<file path="src/rtl/pcb_pkg.sv">
package pcb_pkg;
    localparam int NUM_CTR  = 4;
    localparam int SEL_W    = 4;
    localparam int LDST_IDX = 1;
    localparam int FPU_IDX  = 2;
    localparam int ADDR_MODE_A = 4;
    localparam int ADDR_MODE_B = 5;

    localparam logic [SEL_W-1:0] SEL_HOLD = 4'd0;
    localparam logic [SEL_W-1:0] SEL_CYC  = 4'd1;
    localparam logic [SEL_W-1:0] SEL_AUX  = 4'd11;

    typedef struct packed {
        logic             en_shared;
        logic             en_solo;
        logic [SEL_W-1:0] sel1;
        logic [SEL_W-1:0] sel0;
    } mode_a_t;

    typedef struct packed {
        logic [SEL_W-1:0] sel3;
        logic [SEL_W-1:0] sel2;
    } mode_b_t;
endpackage

</file>
<file path="src/rtl/pcb_event_mux.sv">
module pcb_event_mux
    import pcb_pkg::*;
#(
    parameter int INC_W   = 8,
    parameter int CTR_W   = 32,
    parameter bit HAS_AUX = 1'b0
) (
    input  logic [SEL_W-1:0] sel,
    input  logic [INC_W-1:0] inc_cyc,
    input  logic [INC_W-1:0] inc_aux,
    output logic [CTR_W-1:0] amount
);
    always_comb begin
        amount = '0;
        if (sel == SEL_CYC) begin
            amount = CTR_W'(inc_cyc);
        end else if (HAS_AUX && (sel == SEL_AUX)) begin
            amount = CTR_W'(inc_aux);
        end
    end
endmodule

</file>
<file path="src/rtl/pcb_overflow_req.sv">
module pcb_overflow_req #(
    parameter int NUM = 4
) (
    input  logic           clk,
    input  logic           rst_n,
    input  logic [NUM-1:0] msb_next,
    input  logic           en_solo,
    input  logic           en_shared,
    input  logic           clr,
    output logic           req
);
    logic req_d, req_q;
    logic hit;

    always_comb begin
        hit   = (msb_next[0] & en_solo) | ((|msb_next[NUM-1:1]) & en_shared);
        req_d = req_q | hit;
        if (clr) begin
            req_d = 1'b0;
        end
    end

    always_ff @(posedge clk or negedge rst_n) begin
        if (!rst_n) req_q <= 1'b0;
        else        req_q <= req_d;
    end

    assign req = req_q;

    assert_sticky_R12: assert property (@(posedge clk) disable iff (!rst_n)
        (req_q && !clr) |=> req_q);
    assert_clear_R12: assert property (@(posedge clk) disable iff (!rst_n)
        clr |=> !req_q);
    assert_solo_R10: assert property (@(posedge clk) disable iff (!rst_n)
        (!clr && msb_next[0] && en_solo) |=> req_q);
    assert_enabled_R11: assert property (@(posedge clk) disable iff (!rst_n)
        (!clr && !req_q && !en_solo && !en_shared) |=> !req_q);
endmodule

</file>
<file path="src/rtl/perf_counter_bank.sv">
module perf_counter_bank
    import pcb_pkg::*;
#(
    parameter int CTR_W  = 32,
    parameter int INC_W  = 8,
    parameter int ADDR_W = 3
) (
    input  logic              clk,
    input  logic              rst_n,
    input  logic [INC_W-1:0]  inc_cycles,
    input  logic [INC_W-1:0]  inc_ldst,
    input  logic [INC_W-1:0]  inc_fpu,
    input  logic              reg_wr_en,
    input  logic [ADDR_W-1:0] reg_wr_addr,
    input  logic [CTR_W-1:0]  reg_wr_data,
    input  logic [ADDR_W-1:0] reg_rd_addr,
    output logic [CTR_W-1:0]  reg_rd_data,
    input  logic              irq_clear,
    output logic              irq_req
);
    localparam int MA_W = $bits(mode_a_t);
    localparam int MB_W = $bits(mode_b_t);

    typedef struct packed {
        logic [NUM_CTR-1:0][CTR_W-1:0] ctr;
        mode_a_t                       ma;
        mode_b_t                       mb;
    } bank_t;

    bank_t st_d, st_q;

    logic [NUM_CTR-1:0][SEL_W-1:0] sel;
    logic [NUM_CTR-1:0][CTR_W-1:0] amount;
    logic [NUM_CTR-1:0]            wr_hit;
    logic [NUM_CTR-1:0]            msb_next;

    assign sel[0] = st_q.ma.sel0;
    assign sel[1] = st_q.ma.sel1;
    assign sel[2] = st_q.mb.sel2;
    assign sel[3] = st_q.mb.sel3;

    for (genvar gi = 0; gi < NUM_CTR; gi++) begin : g_ctr
        logic [INC_W-1:0] aux_in;
        if (gi == LDST_IDX) begin : g_ldst
            assign aux_in = inc_ldst;
        end else if (gi == FPU_IDX) begin : g_fpu
            assign aux_in = inc_fpu;
        end else begin : g_none
            assign aux_in = '0;
        end

        pcb_event_mux #(
            .INC_W  (INC_W),
            .CTR_W  (CTR_W),
            .HAS_AUX((gi == LDST_IDX) || (gi == FPU_IDX))
        ) u_mux (
            .sel    (sel[gi]),
            .inc_cyc(inc_cycles),
            .inc_aux(aux_in),
            .amount (amount[gi])
        );

        assign wr_hit[gi]   = reg_wr_en && (reg_wr_addr == ADDR_W'(gi));
        assign msb_next[gi] = st_d.ctr[gi][CTR_W-1];

        assert_hold_R3: assert property (@(posedge clk) disable iff (!rst_n)
            (!wr_hit[gi] && sel[gi] == SEL_HOLD) |=> $stable(st_q.ctr[gi]));
        assert_cycles_R4: assert property (@(posedge clk) disable iff (!rst_n)
            (!wr_hit[gi] && sel[gi] == SEL_CYC)
            |=> st_q.ctr[gi] == $past(st_q.ctr[gi]) + CTR_W'($past(inc_cycles)));
        assert_write_R9: assert property (@(posedge clk) disable iff (!rst_n)
            wr_hit[gi] |=> st_q.ctr[gi] == $past(reg_wr_data));
    end

    always_comb begin
        st_d = st_q;
        for (int i = 0; i < NUM_CTR; i++) begin
            st_d.ctr[i] = st_q.ctr[i] + amount[i];
            if (wr_hit[i]) begin
                st_d.ctr[i] = reg_wr_data;
            end
        end
        if (reg_wr_en && reg_wr_addr == ADDR_W'(ADDR_MODE_A)) begin
            st_d.ma = reg_wr_data[MA_W-1:0];
        end
        if (reg_wr_en && reg_wr_addr == ADDR_W'(ADDR_MODE_B)) begin
            st_d.mb = reg_wr_data[MB_W-1:0];
        end
    end

    always_ff @(posedge clk or negedge rst_n) begin
        if (!rst_n) st_q <= '0;
        else        st_q <= st_d;
    end

    always_comb begin
        reg_rd_data = '0;
        for (int i = 0; i < NUM_CTR; i++) begin
            if (reg_rd_addr == ADDR_W'(i)) begin
                reg_rd_data = st_q.ctr[i];
            end
        end
        if (reg_rd_addr == ADDR_W'(ADDR_MODE_A)) begin
            reg_rd_data[MA_W-1:0] = st_q.ma;
        end
        if (reg_rd_addr == ADDR_W'(ADDR_MODE_B)) begin
            reg_rd_data[MB_W-1:0] = st_q.mb;
        end
    end

    pcb_overflow_req #(.NUM(NUM_CTR)) u_req (
        .clk      (clk),
        .rst_n    (rst_n),
        .msb_next (msb_next),
        .en_solo  (st_d.ma.en_solo),
        .en_shared(st_d.ma.en_shared),
        .clr      (irq_clear),
        .req      (irq_req)
    );

    assert_modes_R2: assert property (@(posedge clk) disable iff (!rst_n)
        !(reg_wr_en && (reg_wr_addr == ADDR_W'(ADDR_MODE_A) || reg_wr_addr == ADDR_W'(ADDR_MODE_B)))
        |=> $stable(st_q.ma) && $stable(st_q.mb));
endmodule

</file>
<file path="config.mk">
export PLATFORM = sky130hd
export DESIGN_NAME = perf_counter_bank
export DESIGN_NICKNAME = d
export VERILOG_FILES = /design/src/rtl/pcb_pkg.sv /design/src/rtl/pcb_event_mux.sv /design/src/rtl/pcb_overflow_req.sv /design/src/rtl/perf_counter_bank.sv
export SDC_FILE = /design/constraint.sdc
export NUM_CORES = 1
export LEC_CHECK = 0
export ABC_AREA = 0
export BUFFER_PORTS_ARGS = -buffer_cell sky130_fd_sc_hd__buf_4
export CORE_MARGIN = 2
export CORE_UTILIZATION = 60
export DETAILED_ROUTE_END_ITERATION = 8
export PLACE_DENSITY_LB_ADDON = 0.15
export SYNTH_ARGS = -nofsm -noshare
export SYNTH_HDL_FRONTEND = slang
export SYNTH_SLANG_ARGS = --single-unit
</file>
<file path="constraint.sdc">
create_clock -name clk -period 4.6 [get_ports clk]
set_clock_uncertainty 0.1 [all_clocks]
set_input_delay 1.15 -clock clk [delete_from_list [all_inputs] [get_ports clk]]
set_output_delay 1.15 -clock clk [all_outputs]
set_load 0.005 [all_outputs]
</file>
# Yosys cells after proc, flatten, opt, wreduce, memory -nomap -nowiden
# Cells that the tools add are included.
[op_classes] n_addsub=4 n_eq_ne=16 mux=18 bitwise=4 reduce_logical=9
[ops] operator="2-to-1 mux 32 bit" count=8
[ops] operator="adder 32 bit" count=4
[ops] operator="2-to-1 mux 8 bit" count=7
[ops] operator="2-to-1 mux 10 bit" count=2
[ops] operator="== test 4 x 1 -> 1 bit (second input constant)" count=4
[ops] operator="== test 3 x 2 -> 1 bit (second input constant)" count=4
[ops] operator="== test 3 bit (second input constant)" count=4
[ops] operator="== test 4 bit (second input constant)" count=2
[ops] operator="== test 3 x 1 -> 1 bit (second input constant)" count=2
[ops] operator="logical AND 1 bit" count=6
[ops] operator="logical NOT 3 bit" count=2
[ops] operator="OR reduction 3 bit" count=1
[ops] operator="bitwise AND 1 bit" count=2
[ops] operator="OR 1 bit" count=2
[ops] operator="2-to-1 mux 1 bit" count=1
[totals] register_bits=147 wordCells=62

# Longest topological paths before layout
# Gate-level depths: netlist (run 1).
[logic_depth] word_depth=10 mapped_depth=15 ltp_nobuf=14

# Cells and area by module
# From an unflattened synthesis (run 1), not the netlist that was laid out.
[hier_totals] cells_unflattened=1588 area_unflattened_um2=13633.1
[by_module_without_submodules] mod="perf_counter_bank" n_inst=1 cells_per_inst=1410 area_per_inst_um2=12349.3 seq_area_each_um2=3653.5
[by_module_without_submodules] mod="pcb_event_mux at g_ctr[1].u_mux ..." n_inst=2 cells_per_inst=53 area_per_inst_um2=362.8 seq_area_each_um2=0.0
[by_module_without_submodules] mod="pcb_event_mux at g_ctr[0].u_mux ..." n_inst=2 cells_per_inst=34 area_per_inst_um2=257.7 seq_area_each_um2=0.0
[by_module_without_submodules] mod="pcb_overflow_req" n_inst=1 cells_per_inst=4 area_per_inst_um2=42.5 seq_area_each_um2=25.0

# Worst setup path before layout (run 1)
# OpenSTA, ideal clock, no wires.
[synth_timing] path_kind="input -> output" start="in reg_rd_addr[0]" end="out reg_rd_data[22]" arrival_ns=2.649 required_time_ns=3.350 setup_slack_ns=0.701 stages=5 path_buffers=3 path_cell_list="buf_2 > buf_1 > buf_1 > mux4_2 > nor2b_1"
[synth_between] elab_chain_cells=5 word_cells_on_any_way=8 cone_classes="eq/ne (3); mux (4); reduce/logical (1)"
[synth_rtl] item="from (decl)" line="perf_counter_bank.sv:16" rtl="input logic [ADDR_W-1:0] reg_rd_addr,"
[synth_rtl] item="logical NOT 3 bit" line="perf_counter_bank.sv:99" rtl="if (reg_rd_addr == ADDR_W'(i)) begin"
[synth_rtl] item="2-to-1 mux 32 bit (3 in series)" line="perf_counter_bank.sv:99"
[synth_rtl] item="2-to-1 mux 32 bit *" line="perf_counter_bank.sv:99"
[synth_rtl] item="to (decl)" line="perf_counter_bank.sv:17" rtl="output logic [CTR_W-1:0] reg_rd_data,"
# Mark *: on every way between the ends. The rest lies on a longest branch, timed or not.

# Worst setup path in the final report (run 1)
[layout_timing] start="in reg_rd_addr[1]" end="out reg_rd_data[5]"
[layout_between] elab_chain_cells=7 word_cells_on_any_way=12 cone_classes="eq/ne (5); mux (6); reduce/logical (1)"
[layout_rtl] item="logical NOT 3 bit" line="perf_counter_bank.sv:99"
[layout_rtl] item="2-to-1 mux 32 bit (4 in series)" line="perf_counter_bank.sv:99"
[layout_rtl] item="2-to-1 mux 10 bit" line="perf_counter_bank.sv:103" rtl="if (reg_rd_addr == ADDR_W'(ADDR_MODE_A)) begin"
[layout_rtl] item="2-to-1 mux 8 bit *" line="perf_counter_bank.sv:106" rtl="if (reg_rd_addr == ADDR_W'(ADDR_MODE_B)) begin"
# Marks and branches as above.

==> results of run 1 <==
## worst max-delay path by stage
stage,end,slack [ns],cells past startpoint
after floorplan,reg_rd_data[22],0.70,5
after global placement,reg_rd_data[5],0.72,7
after detailed placement,st_q[108],0.71,14
after CTS,reg_rd_data[5],0.71,7
after global routing,st_q[44],0.57,14
final,reg_rd_data[5],0.67,7
## cell usage after synthesis (3+ instances only)
master / instances
a21o_1: 6
and2_1: 23
nand2_1: 143
a21boi_0: 3
a211oi_1: 11
o31ai_1: 4
o2111ai_1: 3
nand3_1: 37
nor2_1: 97
mux2i_1: 6
and4_1: 9
o21a_1: 5
o21ai_0: 112
ha_1: 32
nand2b_1: 8
fa_1: 4
nor2b_1: 39
a22oi_1: 17
o21ai_1: 5
buf_2: 4
xnor2_1: 45
nor4_1: 7
mux4_2: 26
nor3_1: 11
clkbuf_1: 40
mux2_2: 23
xor2_1: 67
inv_1: 33
o211ai_1: 7
a31oi_1: 3
a21oi_1: 42
and3_1: 27
o211a_1: 6
dfrtp_1: 147
a2111oi_4: 3
buf_1: 9
nand4_1: 15
## report_power, final
group          internal [W]  switching (W)
Combinational      0.000838       0.000870
Clock              0.000820       0.000603
Sequential          0.00168       0.000437
Total               0.00334        0.00191
## critical path, stage by stage
cell and delay [ns]:
buf_4 0.28, buf_4 0.26, nand2b_1 0.26, nor2_1 0.07
nor4_1 0.34, o211a_1 0.21, buf_4 0.11
## through the flow
stage / utilization, % / total power [W] / setup slack [ns] / std cells
2_1_floorplan: - / 0.00317 / 0.701 / 1108
3_3_place_gp: 67.0 / 0.00372 / 0.716 / 1395
3_5_place_dp: 67.0 / 0.00376 / 0.707 / 1395
4_1_cts: 70.6 / 0.00521 / 0.709 / 1427
5_1_grt: 70.6 / 0.00551 / 0.575 / 1427
6_report: 70.6 / 0.00525 / 0.672 / 1427
## metal layers
metal	routed length [µm]	vias to the layer above
met5	0	-
met2	13500	440
met3	2530	52
met4	653	0
li1	-	4073
met1	12800	4305
## cells by family after synthesis
logic type,after synthesis,synth area share (%)
multiplexers,55,9.04
adder cells (fa/ha/maj),36,4.80
AO/OA/AOI/OAI,239,15.2
buffers and inverters,87,3.35
XOR/XNOR,112,9.81
flip-flops,147,36.8
AND/OR/NAND/NOR,432,21.0
## flip-flops by register name (all words and copies together) (netlist names)
name	cells
sel	16
st_q	130
u_req.req	1
## area by class of cell
cell class                 count  share of cell area (%)
timing repair buffer         121                    8.06
inverter                      33                    1.07
sequential                   147                    31.6
multi-input combinational    874                    51.7
clock buffer                  18                    3.78
tap                          220                    2.37
clock inverter                14                    1.33
==> results.py, run 1 <==
metrics = {
    "clock_tree": {
        "cts_buffers": 17,
        "cts.clk_slew.worst_paths_ns": 0.07,
        "ctsHtreeMaxLevel": 4,
        "root_buffer": "clkbuf_16",
        "cts.repair.resized": 0,
        "cts_tree": "built",
        "post_cts_buffers": 0,
        "worstSkewPairLatency_ns": 0.43,
        "clock-sinks": 147,
        "cts_hold_buf": 0,
        "cts_buffer_depth": 2,
    },
    "timing": {
        "rsz0062_at_grt": "false",
        "setup_viol": 0,
        "slew_headroom_pct": 30.7,
        "whs_ns": 0.431,
        "fin_crit_sh_pct": 85.4,
        "tightestPinTransition_ns": 1.04,
        "maxSlewViolCount": 0,
        "clock.fmax_ghz": 0.255,
        "min_period_ns": 3.93,
        "fin_tns_setup_ns": 0,
        "hold_viol": 0,
    },
    "yosys": {
        "ys_seq_area_share_pct": 36.8,
        "synthDominantCellAreaShare_pct": 36.8,
        "async_reset_ff_share_pct": 100,
        "synth_seq_cells": 147,
        "syn_area_per_cell_um2": 9.03,
        "yosys.area.top_type": "dfrtp_1",
        "ys_warn_count": 0,
        "syn-instance-count": 1108,
        "synthTopCellsByArea": "dfrtp_1 37%, xor2_1 5.9%, mux4_2 5.9%, o21ai_0 5.6%, nand2_1 5.4%",
        "netlist_area_um2": 10000,
        "synth-main-ff-cell": "dfrtp_1",
        "synth_edf_count": 0,
        "syn_nets": 1210,
        "ys_types": 60,
    },
    "global_route": {
        "antenna_found_initial": 0,
        "track_usage_pct": 33.8,
        "grt.busiest_layer": "met2",
        "grt_util_met1_pct": 50.1,
        "use_met2_pct": 51.1,
        "grt_start_max_net_pins": 91,
        "overflow": 0,
        "grt_pass1_wl_um": 46100,
        "gr-usage-met3_pct": 5.71,
        "grt_pass1_vias": 8553,
    },
    "finish": {
        "drive_above_1_share_pct": 18.4,
        "layout_common_cells": "147 x dfrtp_1, 143 x nand2_1, 118 x buf_4",
        "multi_input_area_um2": 6010,
        "n_fill_cell": 1322,
        "n_antenna_cell": 0,
        "final-seq-area_um2": 3680,
        "fin_area_um2": 11600,
        "area_growth_pct": 16.2,
        "fin_nets": 1296,
        "final_common_cell": "dfrtp_1",
    },
    "worst_hold_path": {
        "holdPathStages": 1,
        "hp-class": "reg -> reg",
        "holdCritStartpoint": "sel[6]",
        "hold_end": "sel[6]",
    },
    "power": {
        "ir_drop_v": 0.000317,
        "powerDensity_nw_per_um2": 451,
        "p_leak_nw": 4.84,
    },
    "floorplanning": {
        "start_util_pct": 60.7,
        "core_area_um2": 16500,
        "io_pins": 99,
        "row_count": 47,
        "dieArea_um2": 17700,
        "die_h_um": 133,
        "die_x_um": 133,
    },
    "setup_path": {
        "path_max_fanout": 25,
        "regToRegStartpoint": "sel[3]",
        "critPathArrivalTime_ns": 2.68,
        "crit_start": "reg_rd_addr[1]",
        "endpoint_kind": "primary output",
        "reg2reg_to": "st_q[44]",
        "reg2reg_setup_slack_ns": 0.80,
        "rr_worst_depth": 14,
        "start_kind": "input port",
        "required_ns": 3.35,
        "worstSetupPathType": "in -> out",
    },
    "place": {
        "gp_congestion": 0.902,
        "dp_hpwl_um": 20400,
        "placed_area_um2": 11000,
        "portBuffers": 98,
    },
    "route": {
        "route.vias.total": 8870,
        "drc": 0,
        "drt-wirelength-per-cell_um": 20.6,
        "first_iter_violations": 1066,
        "detail-route-antenna-nets": 0,
        "viasPerCell": 6.22,
        "drt-total-wl_um": 29400,
        "drtPass1Iterations": 5,
    },
    "outcome": {
        "status": "complete, no violations",
    },
    "run": {
        "maxCapViolCount": 0,
    },
}
Power figures use the tool's default switching activity.
==> run 2: changes to the inputs <==
- CAP_MARGIN: not set -> 20
- PLACE_DENSITY: not set -> 0.8
- PLACE_DENSITY_LB_ADDON: 0.15 -> not set
==> run 2 against run 1 <==
Compared with the run above:
- sequential cell count did not move
- die area is the same
- worst setup slack lost 0.13 ns
- critical path type unchanged
- largest power group unchanged
- highest routed layer unchanged
==> results.py, run 2 (same netlist as run 1, synthesis figures left out) <==
metrics = {
    "outcome": {
        "status": "complete, no violations",
    },
    "timing": {
        "min_period_ns": 4.06,
        "setup_viol": 0,
        "fin_tns_setup_ns": 0,
        "maxSlewViolCount": 0,
        "whs_ns": 0.431,
        "clock.fmax_ghz": 0.247,
        "fin_crit_sh_pct": 88.2,
        "tightestPinTransition_ns": 0.823,
        "rsz0062_at_grt": "false",
        "hold_viol": 0,
        "slew_headroom_pct": 44.7,
        "setup_slack_ns": 0.545,
    },
    "finish": {
        "n_fill_cell": 1303,
        "drive_above_1_share_pct": 18.0,
        "largest_reg_flops": 130,
        "utilization_pct": 70.3,
        "area_growth_pct": 15.7,
        "layout_common_cells": "147 x dfrtp_1, 143 x nand2_1, 115 x buf_4",
        "final_common_cell": "dfrtp_1",
        "fin_nets": 1292,
        "top_register": "st_q",
        "final_cells": 1424,
    },
    "place": {
        "dp_hpwl_um": 20300,
        "pre_cts_ws_ns": 0.574,
        "dpl.cell_count": 1390,
        "portBuffers": 98,
        "gp_congestion": 0.942,
    },
    "setup_path": {
        "worstSetupPathType": "in -> out",
        "cp_slowest_stage_delay_ns": 0.45,
        "endpoint_kind": "primary output",
        "start_kind": "input port",
        "worst_path_most_repeated_cell": "buf_4",
        "required_ns": 3.35,
        "cp_slowest_cell": "buf_4",
        "critPathArrivalTime_ns": 2.81,
        "path_max_fanout": 42,
        "path_cells": "buf_4 > nand2b_1 > nor2_1 > nor4_1 > o211a_1 > buf_4",
    },
    "clock_tree": {
        "worstSkewPairLatency_ns": 0.43,
        "cts.repair.resized": 0,
        "clock-sinks": 147,
        "cts_tree": "built",
        "cts.clk_slew.worst_paths_ns": 0.06,
        "cts_hold_buf": 0,
        "post_cts_buffers": 0,
        "ctsHtreeMaxLevel": 4,
        "cts_buffer_depth": 2,
        "root_buffer": "clkbuf_16",
        "cts_buffers": 17,
    },
    "route": {
        "drtPass1Iterations": 5,
        "drc": 0,
        "viasPerCell": 6.25,
        "route.vias.total": 8905,
        "detail-route-antenna-nets": 0,
        "drt-wirelength-per-cell_um": 20.3,
        "first_iter_violations": 885,
        "drt-total-wl_um": 28900,
    },
    "floorplanning": {
        "row_count": 47,
        "dieArea_um2": 17700,
        "io_pins": 99,
        "die_h_um": 133,
        "core_area_um2": 16500,
        "start_util_pct": 60.7,
        "die_x_um": 133,
    },
    "global_route": {
        "grt_pass1_wl_um": 45300,
        "track_usage_pct": 33.1,
        "grt_pass1_vias": 8332,
        "overflow": 0,
        "antenna_found_initial": 1,
        "grt_start_max_net_pins": 106,
    },
    "run": {
        "maxCapViolCount": 0,
    },
    "worst_hold_path": {
        "hp-class": "reg -> reg",
    },
    "power": {
        "p_leak_nw": 4.80,
        "powerDensity_nw_per_um2": 449,
        "ir_drop_v": 0.000323,
    },
}
-- run 2: where the power goes --
part	switching (W)	total [W]	leakage, nW	internal [W]
clock	0.000573	0.00138	0.268	0.000812
combinational	0.000859	0.00169	2.76	0.000834
sequential	0.000440	0.00212	1.77	0.00168
total	0.00187	0.00520	4.80	0.00333
-- run 2: final timing paths --
path / startpoint / to / slack [ns] / cells past startpoint
worst max-delay path: reg_rd_addr[1] / reg_rd_data[7] / 0.54 / 6
worst min-delay path: st_q[16] / st_q[16] / 0.43 / 1
worst max register to register: sel[11] / st_q[110] / 0.77 / 14
worst min register to register: st_q[16] / st_q[16] / 0.43 / 1
max in group asynchronous: rst_n / st_q[71] / 2.83 / 3
min in group asynchronous: rst_n / st_q[129] / 0.55 / 1
-- run 2: stage by stage --
stage | power, W | area, µm²
floorplan | 0.00317 | 10000
global placement | 0.00370 | 11000
detailed placement | 0.00376 | 11000
CTS | 0.00515 | 11500
global route | 0.00545 | 11600
finish | 0.00520 | 11600
-- run 2: layout make-up --
type	count	area, µm²	share of cell area, %
clock buffer	20	447	3.86
antenna	1	2.50	0.0216
sequential	147	3680	31.8
inverter	33	124	1.07
timing repair buffer	117	902	7.79
clock inverter	12	134	1.16
multi-input combinational	874	6010	52.0
tap	220	275	2.38
-- run 2: routing by layer --
layer,wire (µm),part of all wire [%],track usage [%],up-vias
li1,-,-,-,4060
met1,12000,42,47.7,4335
met2,13400,47,51.3,450
met3,2790,9.7,6.28,60
met4,656,2.3,10.5,0
met5,0,0,0,-
-- run 2: worst max-delay path, delay by kind of cell --
| kind | cells | cell delay [ns] |
|---|---|---|
| compound gates | 1 | 0.21 |
| buf+inv | 2 | 0.56 |
| simple gates | 3 | 0.87 |
